<file path="src/rtl/ipc_mbox_pkg.sv">
package ipc_mbox_pkg;
  localparam logic [7:0] OFF_CMD  = 8'h00;
  localparam logic [7:0] OFF_STAT = 8'h04;
  localparam logic [7:0] OFF_OBUF = 8'h80;
  localparam logic [7:0] OFF_IBUF = 8'h90;

  typedef enum logic [1:0] {RSEL_NONE, RSEL_STAT, RSEL_IBUF} rsel_t;

  typedef struct packed {
    logic [7:0] spare_hi;
    logic [7:0] nbytes;
    logic [3:0] sub_id;
    logic [2:0] spare_lo;
    logic       want_irq;
    logic [7:0] opcode;
  } cmd_word_t;
endpackage

</file>
<file path="src/rtl/ipc_mbox_buf.sv">
module ipc_mbox_buf #(
  parameter int WORDS = 4,
  parameter int DW    = 32,
  parameter int AW    = (WORDS > 1) ? $clog2(WORDS) : 1
) (
  input  logic          clk,
  input  logic          we,
  input  logic [AW-1:0] waddr,
  input  logic [DW-1:0] wdata,
  input  logic          re,
  input  logic [AW-1:0] raddr,
  output logic [DW-1:0] rdata
);
  logic [DW-1:0] mem [WORDS];
  logic [DW-1:0] rdata_q;

  always_ff @(posedge clk) begin
    if (we) mem[waddr] <= wdata;
  end

  always_ff @(posedge clk) begin
    if (re) rdata_q <= mem[raddr];
  end

  assign rdata = rdata_q;
endmodule

</file>
<file path="src/rtl/ipc_mbox_ctl.sv">
module ipc_mbox_ctl
  import ipc_mbox_pkg::*;
#(
  parameter logic [7:0] INIT_ID = 8'h5A
) (
  input  logic        clk,
  input  logic        rst,
  input  logic        cmd_wr,
  input  logic [31:0] cmd_wdata,
  input  logic        done,
  input  logic        done_err,
  input  logic [7:0]  done_code,
  output logic        busy,
  output logic        doorbell,
  output logic        irq,
  output logic [31:0] cmd_word,
  output logic [31:0] status
);
  cmd_word_t  cw;
  logic       busy_q, bell_q, irq_q, ioc_q, ovr_q, err_q;
  logic [3:0] sub_q;
  logic [7:0] code_q;
  logic [31:0] cmd_q;

  assign cw = cmd_word_t'(cmd_wdata);

  always_ff @(posedge clk) begin
    if (rst) begin
      busy_q <= 1'b0;
      bell_q <= 1'b0;
      irq_q  <= 1'b0;
      ioc_q  <= 1'b0;
      ovr_q  <= 1'b0;
      err_q  <= 1'b0;
      sub_q  <= '0;
      code_q <= '0;
      cmd_q  <= '0;
    end else begin
      bell_q <= 1'b0;
      irq_q  <= 1'b0;
      if (cmd_wr && busy_q) ovr_q <= 1'b1;
      if (cmd_wr && !busy_q) begin
        busy_q <= 1'b1;
        bell_q <= 1'b1;
        cmd_q  <= cmd_wdata;
        ioc_q  <= cw.want_irq;
        sub_q  <= cw.sub_id;
        err_q  <= 1'b0;
        code_q <= '0;
      end else if (done && busy_q) begin
        busy_q <= 1'b0;
        err_q  <= done_err;
        code_q <= done_code;
        irq_q  <= ioc_q;
      end
    end
  end

  assign busy     = busy_q;
  assign doorbell = bell_q;
  assign irq      = irq_q;
  assign cmd_word = cmd_q;
  assign status   = {8'h00, code_q, INIT_ID, sub_q, 1'b0, ovr_q, err_q, busy_q};

  AST_BELL_SINGLE: assert property (@(posedge clk) disable iff (rst) bell_q |=> !bell_q);
  AST_BELL_BUSY: assert property (@(posedge clk) disable iff (rst) bell_q |-> busy_q);
  AST_CMD_HELD: assert property (@(posedge clk) disable iff (rst) (busy_q && $past(busy_q)) |-> $stable(cmd_q));
  AST_OVR_STICKY: assert property (@(posedge clk) disable iff (rst) ovr_q |=> ovr_q);
  AST_IRQ_ON_FALL: assert property (@(posedge clk) disable iff (rst) irq_q |-> (!busy_q && $past(busy_q)));
endmodule

</file>
<file path="src/rtl/ipc_mbox.sv">
module ipc_mbox
  import ipc_mbox_pkg::*;
#(
  parameter int         ADDR_W    = 8,
  parameter int         BUF_BYTES = 16,
  parameter logic [7:0] INIT_ID   = 8'h5A,
  parameter int         SLOTS     = BUF_BYTES / 4,
  parameter int         SLOT_W    = (SLOTS > 1) ? $clog2(SLOTS) : 1
) (
  input  logic              clk,
  input  logic              rst,
  input  logic              host_wr_en,
  input  logic              host_rd_en,
  input  logic              host_rd_byte,
  input  logic [ADDR_W-1:0] host_addr,
  input  logic [31:0]       host_wdata,
  output logic [31:0]       host_rdata,
  output logic              host_rvalid,
  output logic              host_irq,
  output logic              rsp_doorbell,
  output logic [31:0]       rsp_cmd,
  input  logic [SLOT_W-1:0] rsp_obuf_raddr,
  output logic [31:0]       rsp_obuf_rdata,
  input  logic              rsp_ibuf_we,
  input  logic [SLOT_W-1:0] rsp_ibuf_waddr,
  input  logic [31:0]       rsp_ibuf_wdata,
  input  logic              rsp_done,
  input  logic              rsp_err,
  input  logic [7:0]        rsp_err_code
);
  localparam int BUF_AW = $clog2(BUF_BYTES);
  localparam logic [ADDR_W-1:0] A_CMD  = ADDR_W'(OFF_CMD);
  localparam logic [ADDR_W-1:0] A_STAT = ADDR_W'(OFF_STAT);
  localparam logic [ADDR_W-1:0] A_OBUF = ADDR_W'(OFF_OBUF);
  localparam logic [ADDR_W-1:0] A_IBUF = ADDR_W'(OFF_IBUF);

  logic cmd_hit, stat_hit, obuf_hit, ibuf_hit;
  logic [SLOT_W-1:0] host_slot;
  logic        busy;
  logic [31:0] status, ibuf_rdata;

  assign cmd_hit   = host_addr[ADDR_W-1:2] == A_CMD[ADDR_W-1:2];
  assign stat_hit  = host_addr[ADDR_W-1:2] == A_STAT[ADDR_W-1:2];
  assign obuf_hit  = host_addr[ADDR_W-1:BUF_AW] == A_OBUF[ADDR_W-1:BUF_AW];
  assign ibuf_hit  = host_addr[ADDR_W-1:BUF_AW] == A_IBUF[ADDR_W-1:BUF_AW];
  assign host_slot = SLOT_W'(host_addr[BUF_AW-1:2]);

  ipc_mbox_ctl #(.INIT_ID(INIT_ID)) ctl_i (
    .clk(clk), .rst(rst),
    .cmd_wr(host_wr_en && cmd_hit), .cmd_wdata(host_wdata),
    .done(rsp_done), .done_err(rsp_err), .done_code(rsp_err_code),
    .busy(busy), .doorbell(rsp_doorbell), .irq(host_irq),
    .cmd_word(rsp_cmd), .status(status)
  );

  ipc_mbox_buf #(.WORDS(SLOTS), .DW(32), .AW(SLOT_W)) obuf_i (
    .clk(clk), .we(host_wr_en && obuf_hit), .waddr(host_slot), .wdata(host_wdata),
    .re(1'b1), .raddr(rsp_obuf_raddr), .rdata(rsp_obuf_rdata)
  );

  ipc_mbox_buf #(.WORDS(SLOTS), .DW(32), .AW(SLOT_W)) ibuf_i (
    .clk(clk), .we(rsp_ibuf_we), .waddr(rsp_ibuf_waddr), .wdata(rsp_ibuf_wdata),
    .re(host_rd_en && ibuf_hit), .raddr(host_slot), .rdata(ibuf_rdata)
  );

  rsel_t       sel_q;
  logic [1:0]  lane_q;
  logic        byte_q, rvalid_q;
  logic [31:0] stat_q, word;

  always_ff @(posedge clk) begin
    if (rst) begin
      sel_q    <= RSEL_NONE;
      lane_q   <= '0;
      byte_q   <= 1'b0;
      rvalid_q <= 1'b0;
      stat_q   <= '0;
    end else begin
      rvalid_q <= host_rd_en;
      if (host_rd_en) begin
        sel_q  <= stat_hit ? RSEL_STAT : (ibuf_hit ? RSEL_IBUF : RSEL_NONE);
        lane_q <= host_addr[1:0];
        byte_q <= host_rd_byte;
        stat_q <= status;
      end
    end
  end

  always_comb begin
    case (sel_q)
      RSEL_STAT: word = stat_q;
      RSEL_IBUF: word = ibuf_rdata;
      default:   word = '0;
    endcase
    host_rdata = byte_q ? {24'h0, word[8*lane_q +: 8]} : word;
  end

  assign host_rvalid = rvalid_q;

  AST_RVALID_LAG: assert property (@(posedge clk) disable iff (rst) host_rd_en |=> host_rvalid);
  AST_IDLE_DONE_QUIET: assert property (@(posedge clk) disable iff (rst) (rsp_done && !busy) |=> !host_irq);
endmodule

</file>
<file path="config.mk">
export PLATFORM = sky130hd
export DESIGN_NAME = ipc_mbox
export DESIGN_NICKNAME = d
export VERILOG_FILES = /design/src/rtl/ipc_mbox_pkg.sv /design/src/rtl/ipc_mbox_buf.sv /design/src/rtl/ipc_mbox_ctl.sv /design/src/rtl/ipc_mbox.sv
export SDC_FILE = /design/constraint.sdc
export NUM_CORES = 1
export LEC_CHECK = 0
export BUFFER_PORTS_ARGS = -buffer_cell sky130_fd_sc_hd__buf_4
export CORE_ASPECT_RATIO = 1.5
export CORE_MARGIN = 4
export CORE_UTILIZATION = 55
export CTS_BUF_LIST = sky130_fd_sc_hd__clkbuf_4 sky130_fd_sc_hd__clkbuf_8 sky130_fd_sc_hd__clkbuf_16
export DETAILED_ROUTE_END_ITERATION = 10
export PLACE_DENSITY = 0.77
export SYNTH_ARGS = -nofsm -noshare
export SYNTH_HDL_FRONTEND = slang
export SYNTH_SLANG_ARGS = --single-unit
</file>
<file path="constraint.sdc">
create_clock -name clk -period 3.8 [get_ports clk]
set_input_delay 0 -clock clk [delete_from_list [all_inputs] [get_ports clk]]
set_output_delay 0 -clock clk [all_outputs]
set_load 0.01 [all_outputs]
</file>
## Yosys cells after proc, flatten, opt, wreduce, memory -nomap -nowiden

Memories as Yosys holds them, arrays and structs flattened. A register that Yosys moved wholly into a read port is not among the register bits.
Cells that the tools add are included.

- Equal/unequal tests: 5
- Shift-type cells: 1
- Multiplexer cells: 11
- Bitwise gates (word level): 1
- Reduce and logical (&&, ||, !) cells: 11

Operator list:

| cell | count |
|---|---|
| 32-bit one-hot mux with 2 select lines | 1 |
| 32-bit two-way mux | 1 |
| 32-bit by 6-bit indexed part select with 8-bit output | 1 |
| 4-bit == test (second input constant) | 2 |
| 1-bit two-way mux | 7 |
| 6-bit by 1-bit == test with 1-bit output (second input constant) | 1 |
| 1-bit logical AND | 6 |
| 6-bit logical NOT | 1 |
| 2-bit two-way mux | 2 |
| 3-bit OR reduction | 1 |
| 2-bit by 1-bit == test with 1-bit output (second input constant) | 1 |
| 2-bit == test (second input constant) | 1 |
| 2-bit nonzero test | 1 |
| 2-bit OR reduction | 1 |
| 1-bit logical NOT | 1 |
| 1-bit NOT | 1 |

- Flip-flop bits (word level): 75
- Memory bits (writable): 256
- Bits of input ports: 92
- Output and inout bits: 99
- Logic and storage cells: 45
- Memories kept: 2

Memories:

| name | depth | bits a word | read ports | clocked after memory_dff | wr ports | line | source |
|---|---|---|---|---|---|---|---|
| ibuf_i.mem | 4 | 32 | 1 | 1 | 1 | ipc_mbox_buf.sv:14 | `logic [DW-1:0] mem [WORDS];` |
| obuf_i.mem | 4 | 32 | 1 | 1 | 1 | ipc_mbox_buf.sv:14 |  |

## Longest topological paths before layout

Gate-level depths: netlist (run 1).

- Depth after elaboration: 4
- Depth in mapped cells: 8
- Depth with buffers taken out: 6

## Hierarchy

From an unflattened synthesis (run 1), not the netlist that was laid out.

- Cells, all modules: 858
- Area total of the unflattened synthesis: 15,294.7 um^2

Modules (own cells, without submodules):

| module | instances | cells each | area an instance (um^2) | sequential area each (um^2) |
|---|---|---|---|---|
| ipc_mbox_buf | 2 | 203 | 5,650.4 | 4,804.6 |
| ipc_mbox | 1 | 238 | 2,204.6 | 760.7 |
| ipc_mbox_ctl | 1 | 214 | 1,789.2 | 900.9 |

## Worst setup path before layout (run 1)

OpenSTA, ideal clock, no wires.

- Kind: input to register
- From: input port host_addr[3]
- To: memory obuf_i.mem[2][0] (enable)
- Arrival time: 2.789 ns
- Required time: 3.339 ns
- Setup slack: 0.550 ns
- Cell stages on the path: 4
- Cell sequence: buf_6 > clkbuf_1 > inv_1 > nor3_1

RTL lines:

| what | line | source |
|---|---|---|
| start: declaration | ipc_mbox.sv:15 | `input logic [ADDR_W-1:0] host_addr,` |
| end: declaration | ipc_mbox_buf.sv:14 |  |

Straight into the memory's write port.

## Worst setup path in the final report (run 1)

- From: register sel_q[0]
- To: output port host_rdata[8]

- Word-level cells in the longest chain between the ends: 3

Ends and longest elaborated chain:

| what | line | source |
|---|---|---|
| start: declaration | ipc_mbox.sv:66 | `rsel_t sel_q;` |
| start signal: assignment | ipc_mbox.sv:81 | `sel_q <= stat_hit ? RSEL_STAT : (ibuf_hit ? RSEL_IBUF : RSEL_NONE);` |
| 2-bit == test or 2-bit by 1-bit == test with 1-bit output (tied branches) | ipc_mbox.sv:90 | `case (sel_q)` |
| 32-bit one-hot mux with 2 select lines * | ipc_mbox.sv:90 |  |
| 32-bit two-way mux * | ipc_mbox.sv:95 | `host_rdata = byte_q ? {24'h0, word[8*lane_q +: 8]} : word;` |
| end: declaration | ipc_mbox.sv:17 | `output logic [31:0] host_rdata,` |

Every way passes the cells marked *; elsewhere a longest branch is shown, timed or not.

==> results of run 1 <==
-- Yosys cell counts, types with 6 or more instances --
master,number,area [µm²]
and2_1,14,87.6
clkbuf_1,18,67.6
buf_1,6,22.5
dfxtp_1,99,1980
buf_2,15,75.1
o21ai_0,7,35.0
edfxtp_1,288,8650
mux2i_1,19,190
nand2_1,93,349
nor2_1,41,154
a21oi_2,16,140
a22oi_1,15,113
mux4_2,64,1440
a21oi_1,39,195
-- cell families after synthesis --
| logic type | count (synthesis) | synth area share [%] |
|---|---|---|
| adders and majority gates | 2 | 0.179 |
| buffers and inverters | 51 | 1.85 |
| AOI/OAI and AO/OA | 96 | 4.70 |
| DFF | 387 | 75.9 |
| muxes | 83 | 11.7 |
| and+or+nand+nor | 178 | 5.71 |
-- sequential cells by signal (all words and copies together) (netlist names), 2 cells and up --
register,cells
ctl_i.cmd_word,29
ctl_i.code_q,8
lane_q,2
ibuf_i.mem,128
sel_q,2
ibuf_i.rdata,32
stat_q,16
ctl_i.sub_q,3
obuf_i.rdata,32
obuf_i.mem,128
-- routing by layer --
metal / wire length, µm / part of all wire, % / GRT usage [%] / vias to the layer above
met2: 15600 / 53 / 37.5 / 318
met3: 2030 / 6.9 / 4.55 / 74
met1: 10700 / 36 / 25.3 / 3860
li1: - / - / - / 3586
met4: 1060 / 3.6 / 8.23 / 0
met5: 0 / 0 / 0 / -
-- stage by stage --
stage / hold slack (ns) / util (%) / std cells / area (µm²) / power (µW)
after floorplan: 0.0989 / - / 797 / 14000 / 4960
after global placement: 0.199 / 62.7 / 1277 / 15700 / 5150
after detailed placement: 0.201 / 62.7 / 1277 / 15700 / 5160
after CTS: 0.0368 / 70.4 / 1421 / 17600 / 8580
after global routing: 0.0457 / 70.4 / 1421 / 17600 / 8790
final: 0.0402 / 70.4 / 1421 / 17600 / 8500
-- power by group through the flow --
stage,sequential (µW),combinational (µW),clock (µW)
2_1_floorplan,4770,191,0
3_3_place_gp,4770,378,0
3_5_place_dp,4780,388,0
4_1_cts,4680,458,3430
5_1_grt,4690,490,3610
6_report,4690,453,3360
-- worst paths after layout --
check	to	slack, ns	cells after the start
setup / recovery	host_rdata[8]	0.94	5
setup reg to reg	ctl_i.code_q[6]$_SDFFE_PP0N_	1.56	4
hold / removal	ctl_i.doorbell$_SDFF_PP0_	0.04	2
hold reg to reg	ctl_i.cmd_word[31]$_SDFFE_PP0P_	0.46	2
-- area by class of cell --
class | instances | area [µm²]
clock inverters | 16 | 115
repair buffers | 282 | 2320
flip-flops and latches | 387 | 10600
inverters | 4 | 15.0
clock buffers | 45 | 986
well taps | 328 | 410
fillers | 1570 | 7420
multi-input cells | 359 | 3150
-- layout by cell type (no fill, tap or decap), drive strengths merged, types with 2 or more instances in the layout --
cell type,Yosys,routed
or2,3,3
o32a,4,4
o31a,2,2
buf,29,199
mux2i,19,19
nor2b,3,3
and3,4,4
inv,4,4
and2,14,14
edfxtp,288,288
clkbuf,18,45
clkinv,0,12
o221a,3,3
nor3b,2,2
nor3,5,5
a22oi,15,15
o21ai,7,7
dfxtp,99,99
nor2,41,41
nand2,93,93
mux4,64,64
a21oi,55,55
nand2b,2,2
dlygate4sd3,0,83
ha,2,2
nand3,5,5
clkinvlp,0,3
==> impl_metrics.tcl, run 1 <==
set metrics [dict create \
    numCtsBuffers 35 \
    synthDistinctLibCells 45 \
    intPower_uw 6810 \
    status "finished clean" \
    slowest_stage "ha_1" \
    slowest_delay_ns 0.81 \
    drive_above_1_share_pct 32.7 \
    p_sw_uw 1690 \
    rsz0062_at_grt "no" \
    fin_crit_sh_pct 75.3 \
    core_area_um2 25100 \
    io_pins 191 \
    critPathLaunchType "flip-flop" \
    pwr-share-comb_pct 5.3 \
    post_synth.cell_area_avg_um2 17.6 \
    min_from "rst" \
    seq_area_frac_synth_pct 75.9 \
    slew_headroom_pct 33.1 \
    hp-class "primary input to flip-flop" \
    p_seq_share_pct 55.1 \
    hpwlAfterDp_mm 17.8 \
    gr-total-overflow 0 \
    grt_max_degree 60 \
    num_rows 71 \
    htree_num_levels 2 \
    cp.buffers_inverters 2 \
    syn_inst 797 \
    swShare_pct 19.9 \
    skew_ns 0.0106 \
    cts_buffer_depth 3 \
    synthFlopType "edfxtp_1" \
    max_freq_mhz 350 \
    clk_latency_ns 0.51 \
    final_hold_viol_count 0 \
    path_class "flip-flop to output pin" \
    cts_tree "built" \
    initial_core_util_pct 55.9 \
    grt_pass1_vias 8152 \
    maxSlewViolCount 0 \
    dp_slack_ns 1.49 \
    routabilityCongestion 0.786 \
    postLayoutSetupSlackWorst_ns 0.940 \
    dr.pass1.iters 5 \
    portBuffers 190 \
    endpoint_kind "output pin" \
    antenna_cells 0 \
    cts_resized 0 \
    vias 7838 \
    p_leak_uw 0.00619 \
    area_delta_synth_final_pct 25.9 \
    power.density_nw_per_um2 482 \
    first_iter_violations 595 \
    yosysWarnings 0 \
    worst_pin_slew_ns 1.00 \
    cts_root_buffer "clkbuf_16" \
    grt_pass1_wl_mm 46.0 \
    worstPathMaxFanout 30 \
    syn-cell-area_um2 14000 \
    cts_sinks 387 \
    grt_antenna_before_repair 0 \
    async_flop_share_pct 0 \
    setup_violations 0 \
    drc 0 \
    critical_path_required_ns 3.80 \
    wire_per_inst_um 20.7 \
    peakVddDrop_mv 0.443 \
    path_delay_family "simple AND/OR/NAND/NOR gates" \
    synth-seq-cells 387 \
    power.share.clock_pct 39.5 \
    maxCapViolCount 0 \
    ant_nets 0 \
    nets 1163 \
    grtUsageTotal_pct 21.1 \
    routed_wl_mm 29.4 \
    critPathArrivalTime_ns 2.86 \
    dieArea_um2 28100 \
    period_needed_ns 2.86 \
    r2r_start "ctl_i.busy$_SDFFE_PP0P_" \
    synth_edf_count 288 \
    crit_start "sel_q[0]$_SDFFE_PP0P_" \
    ctsHoldBuffers 83 \
    syn_nets 891 \
    clk_transition_reported_paths_ns 0.07 \
    die_w_um 138 \
    die_y_um 203 \
    via_per_inst 5.52 \
    cts_setup_buffers 0 \
    crit_chain "inv_1 > ha_1 > nor2b_1 > and2_1 > buf_4" \
    tns_ns 0 \
]
Note: power is estimated with default switching activity, not from simulation.
==> run 2, diff against run 1 <==
- CORE_UTILIZATION: 55 -> 51
- PLACE_DENSITY: 0.77 -> 0.75
- clock period: 3.8 -> 2.6 ns (I/O delays scaled with it)
==> run 2 against run 1 <==
Flip-flop and latch count unchanged. Setup slack worse by 0.75 ns. Worst hold slack better by 0.00056 ns. Critical path depth is 1 higher. Largest power group unchanged. Sequential share of layout area down 0.84 points. Combinational power increased by 50%.
==> impl_metrics.tcl, run 2 (same netlist as run 1, synthesis figures left out) <==
set metrics [dict create \
    status "finished clean" \
    wire_per_inst_um 20.7 \
    via_per_inst 5.42 \
    initial_core_util_pct 51.6 \
    r2r_slack_ns 0.93 \
    drive_above_1_share_pct 33.1 \
    final_common_cell "edfxtp_1" \
    dieArea_um2 30200 \
    slew_headroom_pct 54.8 \
    skew_ns 0.0158 \
    dr.pass1.iters 5 \
    cts_resized 0 \
    clk_transition_reported_paths_ns 0.06 \
    antenna_cells 0 \
    die_y_um 211 \
    htree_num_levels 2 \
    maxSlewViolCount 0 \
    grt_antenna_before_repair 0 \
    power.density_nw_per_um2 721 \
    ant_nets 0 \
    portBuffers 190 \
    cts_buffer_depth 3 \
    path_class "flip-flop to output pin" \
    period_needed_ns 2.41 \
    final_cell_mix "edfxtp_1, buf_4, dfxtp_1, nand2_1, dlygate4sd3_1" \
    grt_max_degree 38 \
    routed_wl_mm 30.0 \
    cts_root_buffer "clkbuf_16" \
    die_w_um 143 \
    hpwlAfterDp_mm 18.9 \
    io_pins 191 \
    crit_chain "inv_1 > ha_1 > or3b_2 > o32a_1 > a21oi_1 > buf_4" \
    nets 1174 \
    fin_crit_sh_pct 92.8 \
    hp-class "primary input to flip-flop" \
    core_area_um2 27100 \
    cts_sinks 387 \
    power.share.clock_pct 41.6 \
    drc 0 \
    clk_latency_ns 0.51 \
    grt_pass1_wl_mm 46.5 \
    gr-total-overflow 0 \
    routabilityCongestion 0.811 \
    slowest_stage "or3b_2" \
    slowest_delay_ns 0.53 \
    p_sw_uw 2540 \
    dpl_cell_area_um2 15800 \
    critPathLaunchType "flip-flop" \
    maxCapViolCount 0 \
    max_freq_mhz 414 \
    cts_tree "built" \
    rsz0062_at_grt "no" \
    p_seq_share_pct 53.1 \
    grt_pass1_vias 8294 \
    swShare_pct 19.7 \
    peakVddDrop_mv 0.568 \
    pwr-share-comb_pct 5.3 \
    critPathArrivalTime_ns 2.41 \
    endpoint_kind "output pin" \
    setup_violations 0 \
    vias 7855 \
    path_delay_family "simple AND/OR/NAND/NOR gates" \
    area_delta_synth_final_pct 27.6 \
    num_rows 74 \
    final_hold_viol_count 0 \
    tns_ns 0 \
    p_leak_uw 0.00632 \
    first_iter_violations 536 \
    numCtsBuffers 36 \
    worst_pin_slew_ns 0.668 \
    critical_path_required_ns 2.60 \
    final_area_um2 17900 \
    top_regs "ibuf_i.mem (128), obuf_i.mem (128)" \
    worstPathMaxFanout 11 \
    cp.buffers_inverters 2 \
    fill_cells 1814 \
    intPower_uw 10300 \
    grtUsageTotal_pct 20.1 \
]
## run 2: worst paths after layout
path                                                 startpoint                               to  cells past startpoint
worst max-delay path                      sel_q[0]$_SDFFE_PP0P_                    host_rdata[6]                      6
worst min-delay path                               host_addr[2]            sel_q[0]$_SDFFE_PP0P_                      3
worst max register to register          ctl_i.busy$_SDFFE_PP0P_     ctl_i.code_q[0]$_SDFFE_PP0N_                      4
worst min register to register  ctl_i.cmd_word[11]$_SDFFE_PP0P_  ctl_i.cmd_word[11]$_SDFFE_PP0P_                      2
## run 2: metal layers
| layer | wire length (µm) | part of all wire [%] | vias to the layer above | GRT usage (%) |
|---|---|---|---|---|
| met5 | 0 | 0 | - | 0 |
| met4 | 738 | 2.5 | 0 | 6.01 |
| met3 | 1780 | 5.9 | 45 | 2.92 |
| met2 | 16300 | 55 | 284 | 36.6 |
| met1 | 11100 | 37 | 3908 | 24.8 |
| li1 | - | - | 3618 | - |
## run 2: per-stage QoR
step	std cells	total power (µW)	hold WS, ns	util, %	worst slack (ns)
2_1_floorplan	797	7260	0.0989	-	-0.650
3_3_place_gp	1301	7540	0.199	58.3	0.792
3_5_place_dp	1301	7560	0.203	58.3	0.750
4_1_cts	1450	13000	0.0314	65.9	0.207
5_1_grt	1450	13300	0.0602	65.9	0.106
6_report	1450	12900	0.0408	65.9	0.187
## run 2: area by class of cell
type / instances / area [µm²] / area share, %
Sequential cell: 387 / 10600 / 59.5
Multi-Input combinational cell: 359 / 3150 / 17.6
Timing Repair Buffer: 292 / 2410 / 13.5
Clock buffer: 45 / 1050 / 5.88
Tap cell: 342 / 428 / 2.39
Clock inverter: 21 / 188 / 1.05
Inverter: 4 / 15.0 / 0.0840
## run 2: power by group through the flow
stage                     Clock [µW]  Sequential (µW)  Combinational, µW
after floorplan                    0             6980                280
after global placement             0             6970                569
after detailed placement           0             6980                583
after CTS                       5500             6850                689
after global routing            5760             6850                735
final                           5360             6850                680
## run 2: timing repair
item,in CTS,in global routing
buffers inserted,0,0
hold endpoints to repair,314,0
endpoints found under the setup margin,0,0
hold buffers,83,0
## run 2: tightest hold or removal path, cell delays in order
cell and delay [ns]:
buf_4 0.25, nand3_1 0.16, a21oi_1 0.07
